File: src/rtl/irq_agg_pkg.sv
// Package: shared register-select encoding for the interrupt aggregator.
// Assumes a two-bit register address on the access port.
package irq_agg_pkg;

    typedef enum logic [1:0] {
        SEL_STATUS = 2'd0,
        SEL_MASK   = 2'd1,
        SEL_HWVIEW = 2'd2,
        SEL_SWREQ  = 2'd3
    } reg_sel_e;

endpackage

File: src/rtl/irq_sync.sv
// irq_sync: multi-stage synchronizer for a vector of asynchronous sources,
// plus a one-cycle rising-edge pulse on the synchronized value.
// Assumes each input is held for at least one clock period to be seen.
module irq_sync #(
    parameter int unsigned W      = 32,
    parameter int unsigned STAGES = 2
) (
    input  logic         clk,
    input  logic         rst_n,
    input  logic [W-1:0] async_i,
    output logic [W-1:0] sync_o,
    output logic [W-1:0] rise_o
);

    logic [W-1:0] stg_q [STAGES];
    logic [W-1:0] prev_q;

    // Shift the raw inputs through the synchronizer stages.
    always_ff @(posedge clk) begin
        if (!rst_n) begin
            for (int s = 0; s < int'(STAGES); s++) begin
                stg_q[s] <= '0;
            end
        end else begin
            stg_q[0] <= async_i;
            for (int s = 1; s < int'(STAGES); s++) begin
                stg_q[s] <= stg_q[s-1];
            end
        end
    end

    // Remember the last synchronized value for edge detection.
    always_ff @(posedge clk) begin
        if (!rst_n) begin
            prev_q <= '0;
        end else begin
            prev_q <= stg_q[STAGES-1];
        end
    end

    assign sync_o = stg_q[STAGES-1];
    assign rise_o = stg_q[STAGES-1] & ~prev_q;

endmodule

File: src/rtl/irq_latch.sv
// irq_latch: per-bit selection between a sticky edge latch and a plain
// level pass-through, chosen by EDGE_MASK at build time.
// Assumes clr_i is a one-cycle pulse vector; a rise in the same cycle wins.
module irq_latch #(
    parameter int unsigned W         = 32,
    parameter logic [W-1:0] EDGE_MASK = '0
) (
    input  logic         clk,
    input  logic         rst_n,
    input  logic [W-1:0] lvl_i,
    input  logic [W-1:0] rise_i,
    input  logic [W-1:0] clr_i,
    output logic [W-1:0] hw_o
);

    for (genvar i = 0; i < int'(W); i++) begin : g_bit
        if (EDGE_MASK[i]) begin : g_edge
            logic hold_q;
            // Sticky latch: set on rising edge, cleared by request, set wins.
            always_ff @(posedge clk) begin
                if (!rst_n) begin
                    hold_q <= 1'b0;
                end else begin
                    hold_q <= (hold_q & ~clr_i[i]) | rise_i[i];
                end
            end
            assign hw_o[i] = hold_q;
        end else begin : g_level
            assign hw_o[i] = lvl_i[i];
        end
    end

endmodule

File: src/rtl/irq_regs.sv
// irq_regs: register file and access port. It holds the enable mask and the
// software request bits, issues clear pulses for edge latches, and returns
// registered read data. Assumes one access per cycle on the port.
module irq_regs
    import irq_agg_pkg::*;
#(
    parameter int unsigned W       = 32,
    parameter logic [W-1:0] SW_MASK = '0
) (
    input  logic         clk,
    input  logic         rst_n,
    input  logic         valid_i,
    input  logic         write_i,
    input  logic [1:0]   addr_i,
    input  logic [W-1:0] wdata_i,
    input  logic [W-1:0] status_i,
    input  logic [W-1:0] hwview_i,
    output logic [W-1:0] mask_o,
    output logic [W-1:0] swreq_o,
    output logic [W-1:0] clr_o,
    output logic [W-1:0] rdata_o
);

    reg_sel_e     sel;
    logic         wr_en;
    logic         rd_en;
    logic [W-1:0] mask_q;
    logic [W-1:0] swreq_q;
    logic [W-1:0] rd_mux;

    assign sel   = reg_sel_e'(addr_i);
    assign wr_en = valid_i & write_i;
    assign rd_en = valid_i & ~write_i;

    // Enable mask register.
    always_ff @(posedge clk) begin
        if (!rst_n) begin
            mask_q <= '0;
        end else if (wr_en && sel == SEL_MASK) begin
            mask_q <= wdata_i;
        end
    end

    // Software request register, only the permitted bits are stored.
    always_ff @(posedge clk) begin
        if (!rst_n) begin
            swreq_q <= '0;
        end else if (wr_en && sel == SEL_SWREQ) begin
            swreq_q <= wdata_i & SW_MASK;
        end
    end

    // Clear pulse: zeros written to the hardware view clear latches.
    always_comb begin
        clr_o = '0;
        if (wr_en && sel == SEL_HWVIEW) begin
            clr_o = ~wdata_i;
        end
    end

    // Read multiplexer over the four registers.
    always_comb begin
        unique case (sel)
            SEL_STATUS: rd_mux = status_i;
            SEL_MASK:   rd_mux = mask_q;
            SEL_HWVIEW: rd_mux = hwview_i;
            SEL_SWREQ:  rd_mux = swreq_q;
            default:    rd_mux = '0;
        endcase
    end

    // Registered read data, updated only on a read request.
    always_ff @(posedge clk) begin
        if (!rst_n) begin
            rdata_o <= '0;
        end else if (rd_en) begin
            rdata_o <= rd_mux;
        end
    end

    assign mask_o  = mask_q;
    assign swreq_o = swreq_q;

endmodule

File: src/rtl/irq_prio.sv
// irq_prio: lowest-index priority encoder over the pending vector.
// Assumes index 0 is highest priority; reports 0 when nothing is pending.
module irq_prio #(
    parameter int unsigned W    = 32,
    parameter int unsigned IDXW = $clog2(W)
) (
    input  logic [W-1:0]    pend_i,
    output logic [IDXW-1:0] idx_o,
    output logic            any_o
);

    // Scan from the top down so the lowest set bit is the final winner.
    always_comb begin
        idx_o = '0;
        for (int i = int'(W) - 1; i >= 0; i--) begin
            if (pend_i[i]) begin
                idx_o = IDXW'(i);
            end
        end
    end

    assign any_o = |pend_i;

endmodule

File: src/rtl/irq_aggregator.sv
// irq_aggregator: top level. It merges the direct sources with the cascade
// summaries, synchronizes them, applies edge latching, ORs in the software
// requests, gates the result with the mask and drives the line and the index.
// Assumes all sources are asynchronous to clk.
module irq_aggregator #(
    parameter int unsigned    NSRC        = 32,
    parameter int unsigned    NCASC       = 3,
    parameter int unsigned    CASC_LSB    = 4,
    parameter int unsigned    SYNC_STAGES = 2,
    parameter logic [NSRC-1:0] EDGE_MASK  = 32'hF1CF_0000,
    parameter logic [NSRC-1:0] SW_MASK    = 32'h7000_0000,
    localparam int unsigned   IDXW        = $clog2(NSRC)
) (
    input  logic            clk,
    input  logic            rst_n,
    input  logic [NSRC-1:0] hw_src_i,
    input  logic [NCASC-1:0] casc_sum_i,
    input  logic            bus_valid_i,
    input  logic            bus_write_i,
    input  logic [1:0]      bus_addr_i,
    input  logic [NSRC-1:0] bus_wdata_i,
    output logic [NSRC-1:0] bus_rdata_o,
    output logic            cpu_irq_o,
    output logic [IDXW-1:0] irq_idx_o,
    output logic            irq_idx_valid_o
);

    logic [NSRC-1:0] raw_w;
    logic [NSRC-1:0] sync_w;
    logic [NSRC-1:0] rise_w;
    logic [NSRC-1:0] clr_w;
    logic [NSRC-1:0] hwview_w;
    logic [NSRC-1:0] mask_w;
    logic [NSRC-1:0] swreq_w;
    logic [NSRC-1:0] status_w;
    logic [NSRC-1:0] pend_w;
    logic            any_w;

    // Replace the cascade positions of the direct input with the summaries.
    for (genvar i = 0; i < int'(NSRC); i++) begin : g_merge
        if (i >= int'(CASC_LSB) && i < int'(CASC_LSB + NCASC)) begin : g_casc
            assign raw_w[i] = casc_sum_i[i - int'(CASC_LSB)];
        end else begin : g_direct
            assign raw_w[i] = hw_src_i[i];
        end
    end

    irq_sync #(
        .W      (NSRC),
        .STAGES (SYNC_STAGES)
    ) sync_i (
        .clk     (clk),
        .rst_n   (rst_n),
        .async_i (raw_w),
        .sync_o  (sync_w),
        .rise_o  (rise_w)
    );

    irq_latch #(
        .W         (NSRC),
        .EDGE_MASK (EDGE_MASK)
    ) latch_i (
        .clk    (clk),
        .rst_n  (rst_n),
        .lvl_i  (sync_w),
        .rise_i (rise_w),
        .clr_i  (clr_w),
        .hw_o   (hwview_w)
    );

    assign status_w = hwview_w | swreq_w;
    assign pend_w   = status_w & mask_w;

    irq_regs #(
        .W       (NSRC),
        .SW_MASK (SW_MASK)
    ) regs_i (
        .clk      (clk),
        .rst_n    (rst_n),
        .valid_i  (bus_valid_i),
        .write_i  (bus_write_i),
        .addr_i   (bus_addr_i),
        .wdata_i  (bus_wdata_i),
        .status_i (status_w),
        .hwview_i (hwview_w),
        .mask_o   (mask_w),
        .swreq_o  (swreq_w),
        .clr_o    (clr_w),
        .rdata_o  (bus_rdata_o)
    );

    irq_prio #(
        .W    (NSRC),
        .IDXW (IDXW)
    ) prio_i (
        .pend_i (pend_w),
        .idx_o  (irq_idx_o),
        .any_o  (any_w)
    );

    assign cpu_irq_o       = any_w;
    assign irq_idx_valid_o = any_w;

endmodule

File: config.mk
export PLATFORM = sky130hd
export DESIGN_NAME = irq_aggregator
export DESIGN_NICKNAME = d
export VERILOG_FILES = /design/src/rtl/irq_agg_pkg.sv /design/src/rtl/irq_sync.sv /design/src/rtl/irq_latch.sv /design/src/rtl/irq_regs.sv /design/src/rtl/irq_prio.sv /design/src/rtl/irq_aggregator.sv
export SDC_FILE = /design/constraint.sdc
export NUM_CORES = 1
export LEC_CHECK = 0
export ABC_CLOCK_PERIOD_IN_PS = 1270
export BUFFER_PORTS_ARGS = -buffer_cell sky130_fd_sc_hd__clkbuf_2
export CAP_MARGIN = 20
export CORE_ASPECT_RATIO = 0.5
export CORE_UTILIZATION = 49
export CTS_CLUSTER_SIZE = 24
export DETAILED_ROUTE_END_ITERATION = 8
export PLACE_DENSITY = 0.8
export SYNTH_ARGS = -nofsm -noshare
export SYNTH_HDL_FRONTEND = slang
export SYNTH_SLANG_ARGS = --single-unit
export TNS_END_PERCENT = 5
File: constraint.sdc
create_clock -name clk -period 1.27 [get_ports clk]
set_input_delay 0.0635 -clock clk [delete_from_list [all_inputs] [get_ports clk]]
set_output_delay 0.0635 -clock clk [all_outputs]
set_load 0.01 [all_outputs]
==> flow_summary_export.csv <==
group,metric,value,unit
run_status,status,"finished, violations left",
run_status,violations,"setup timing",
timing,setup-violations-final,9,
logic_synthesis,synth_most_common_cell,"nand2_1",
timing,finalHoldWorstSlack,0.1282,ns
global_routing,gr-usage-met1,35.46,%
drt,viasPerCell,5.435,
worst_setup_path,cpMaxStageDelayCell,"dfxtp_1",
global_routing,antenna_found_initial,0,
global_routing,grt-ovfl-total,0,
clock_tree,htree_levels,4,
cells_and_area,diodes,0,
cells_and_area,nets,953,
pwr,swShare,25.68,%
cells_and_area,multi_input_area,2735,sq um
global_routing,grt_max_degree,90,
pwr,vdd_ir_drop_max,0.8283,mV
floorplan,dieArea,12530,sq um
logic_synthesis,yosys_warnings,0,
worst_setup_path,criticalPathCategory,"flip-flop to output pin",
min_path,hold_path_class,"primary input to flip-flop",
pwr,p_leak,3.900,nW
floorplan,placeableCoreArea,11350,sq um
cells_and_area,layout-drive-gt1-share,26.99,%
drt,final_antenna_net_count,0,
clock_tree,cts_root_buf,"clkbuf_16",
logic_synthesis,synth_ff_type,"dfxtp_1",
pwr,internal_power,8.063,mW
drt,first_iter_violations,561,
logic_synthesis,yosysTopAreaCell,"dfxtp_1",
place,hpwl,10100,microns
global_routing,grt_use_met3,6.406,%
clock_tree,clkTransAtPathRegs,0.07,ns
logic_synthesis,avgSynthCellArea,8.927,sq um
place,gp_congestion,0.8726,
logic_synthesis,synthArstFlopShare,0,%
global_routing,grt_pass1_wl,27490,microns
timing,rsz0062_at_grt,"true",
pwr,pwr-share-clk,43.3,%
global_routing,grt_pass1_vias,5541,
drt,drt-wirelength-per-cell,16.41,microns
timing,max_slew_margin,62.29,%
floorplan,die_w,157.3,microns
floorplan,initial_core_util,52.06,%
pwr,p_switching,2.787,mW
logic_synthesis,ys_seq_area_share,51.83,%
logic_synthesis,synth_cell_type_count,40,
clock_tree,cts_tree,"built",
clock_tree,clock_latency,0.44,ns
timing,slew_viol_final,0,
pwr,combPwrFrac,9.5,%
logic_synthesis,synth-edff-count,0,
logic_synthesis,postSynthCellCount,662,
global_routing,grt.total_usage,28.86,%
clock_tree,cts.sinks,153,
drt,drcViolationCount,0,
drt,vias,5718,
logic_synthesis,syn_area,5909,sq um
logic_synthesis,synth_area_leaders,"dfxtp_1, nand2_1, and2_1",
logic_synthesis,synth-seq-cells,153,
pwr,pwr-share-seq,47.2,%
cells_and_area,regArea,3069,sq um
logic_synthesis,synth_fp_nets,735,
global_routing,globalRoute.busiestLayer,"met2",
cells_and_area,num-fill-cells,781,
drt,drt_pre_antenna_iters,6,
floorplan,die_y,79.66,microns
worst_setup_path,start_kind,"flip-flop",
clock_tree,cts_max_path_buffers,2,
floorplan,rows,27,
worst_setup_path,cp.arrival,1.98,ns
run,maxCapViolations,0,
timing,layout_min_cycle_time,2.047,ns
global_routing,met2_usage,48.50,%
pwr,powerDensity,1301,nW/um^2
place,port_buffers,108,
pwr,fin_total_pwr,10.85,mW
clock_tree,cts_buffers,17,
worst_setup_path,crit_chain,"nand2_1 > a32o_1 > a211oi_1 > o21ai_1 > o21ai_2 > clkbuf_2",
drt,drt-total-wl,17260,microns
cells_and_area,fin_util,73.46,%
worst_setup_path,required,1.21,ns
worst_setup_path,critPathCaptureType,"output pin",
logic_synthesis,synth_top_area_share,51.83,%
worst_setup_path,critical_path.max_stage_delay,0.41,ns
timing,max_freq,488.4,MHz
floorplan,ios,112,
cells_and_area,area_delta_synth_final,41.10,%
timing,worst_slew_pin_slew,0.5656,ns
logic_synthesis,ys_top_cells_by_count,"nand2_1, dfxtp_1, and2_1",
timing,skew,0.006060,ns
timing,setup_slack,-0.7774,ns
worst_setup_path,cp_max_fo,4,
timing,hold_viol,0,
timing,period_share,161.2,%
power groups by stage:
stage | Clock (mW) | Sequential (mW) | Combinational, mW
floorplan | 0 | 5.22 | 0.422
global placement | 0 | 5.21 | 0.810
detailed placement | 0 | 5.22 | 0.829
CTS | 4.71 | 5.12 | 1.00
global route | 4.93 | 5.14 | 1.11
finish | 4.70 | 5.12 | 1.03
stage by stage:
step | std cells | setup slack [ns] | setup TNS [ns] | instance area, sq um
floorplan | 662 | -0.06672 | -0.1430 | 5914
global placement | 954 | -0.3787 | -1.623 | 7023
detailed placement | 954 | -0.4013 | -1.853 | 7023
CTS | 1052 | -0.7324 | -4.311 | 8338
global route | 1052 | -0.8468 | -5.596 | 8338
finish | 1052 | -0.7774 | -5.001 | 8338
what timing repair did:
item	in CTS	in global routing
setup endpoints to repair	10	10
endpoints found under the hold margin	69	0
buffers inserted	2	0
resized for setup	31	0
pin swaps	10	0
hold buffers	64	0
cells by family after synthesis:
| kind of cell | after synthesis | synth area share [%] |
|---|---|---|
| mux | 3 | 0.5082 |
| xor+xnor | 1 | 0.1482 |
| buf+inv | 45 | 3.811 |
| simple gates | 305 | 24.29 |
| compound gates | 155 | 19.42 |
| flops | 153 | 51.83 |
worst max-delay path: cells and delay by family, from the launching register on:
kind	cells	cell delay (ns)
AO/OA/AOI/OAI	4	0.85
flip-flops	1	0.41
buffers and inverters	1	0.16
AND/OR/NAND/NOR	1	0.13
final timing paths:
kind                                       start                               to  slack, ns  cells past startpoint
hold / removal                             rst_n   regs_i.rdata_o[8]$_SDFFE_PN0P_       0.13                      3
setup reg to reg  regs_i.mask_o[29]$_SDFFE_PN0P_  regs_i.rdata_o[29]$_SDFFE_PN0P_      -0.15                      5
hold reg to reg   sync_i.stg_q[0][22]$_SDFF_PN0_   sync_i.stg_q[0][54]$_SDFF_PN0_       0.43                      1
setup / recovery  regs_i.mask_o[17]$_SDFFE_PN0P_                     irq_idx_o[0]      -0.78                      6
area by class of cell:
cell class	instances	share of cell area, %
tap	159	2.386
clock buffer	17	5.102
timing repair buffer	243	21.43
sequential	153	36.81
clock inverter	15	1.426
inverter	1	0.04502
multi-input combinational	464	32.80
state kept, by name (all words and copies together), names as in the netlist:
register                     count
sync_i.prev_q                   11
sync_i.stg_q                    64
regs_i.rdata_o                  32
latch_i.g_bit.g_edge.hold_q     11
regs_i.mask_o                   32
regs_i.swreq_o                   3
placed cells by master (no fill, tap or decap), types with 12 or more instances in the layout:
cell	count
a21boi_0	14
a21boi_1	30
a21oi_1	32
and2_1	77
buf_4	65
clkbuf_16	17
clkbuf_2	107
dfxtp_1	148
dlygate4sd3_1	64
nand2_1	152
nand2b_1	12
nor2_1	34
o211a_1	32
o21ai_0	13
routing by layer:
| layer | up-vias | wire, microns |
|---|---|---|
| li1 | 2669 | - |
| met1 | 2652 | 7229 |
| met2 | 324 | 8095 |
| met3 | 73 | 1281 |
| met4 | 0 | 654 |
| met5 | - | 0 |
(Power assumes the default switching activity.)
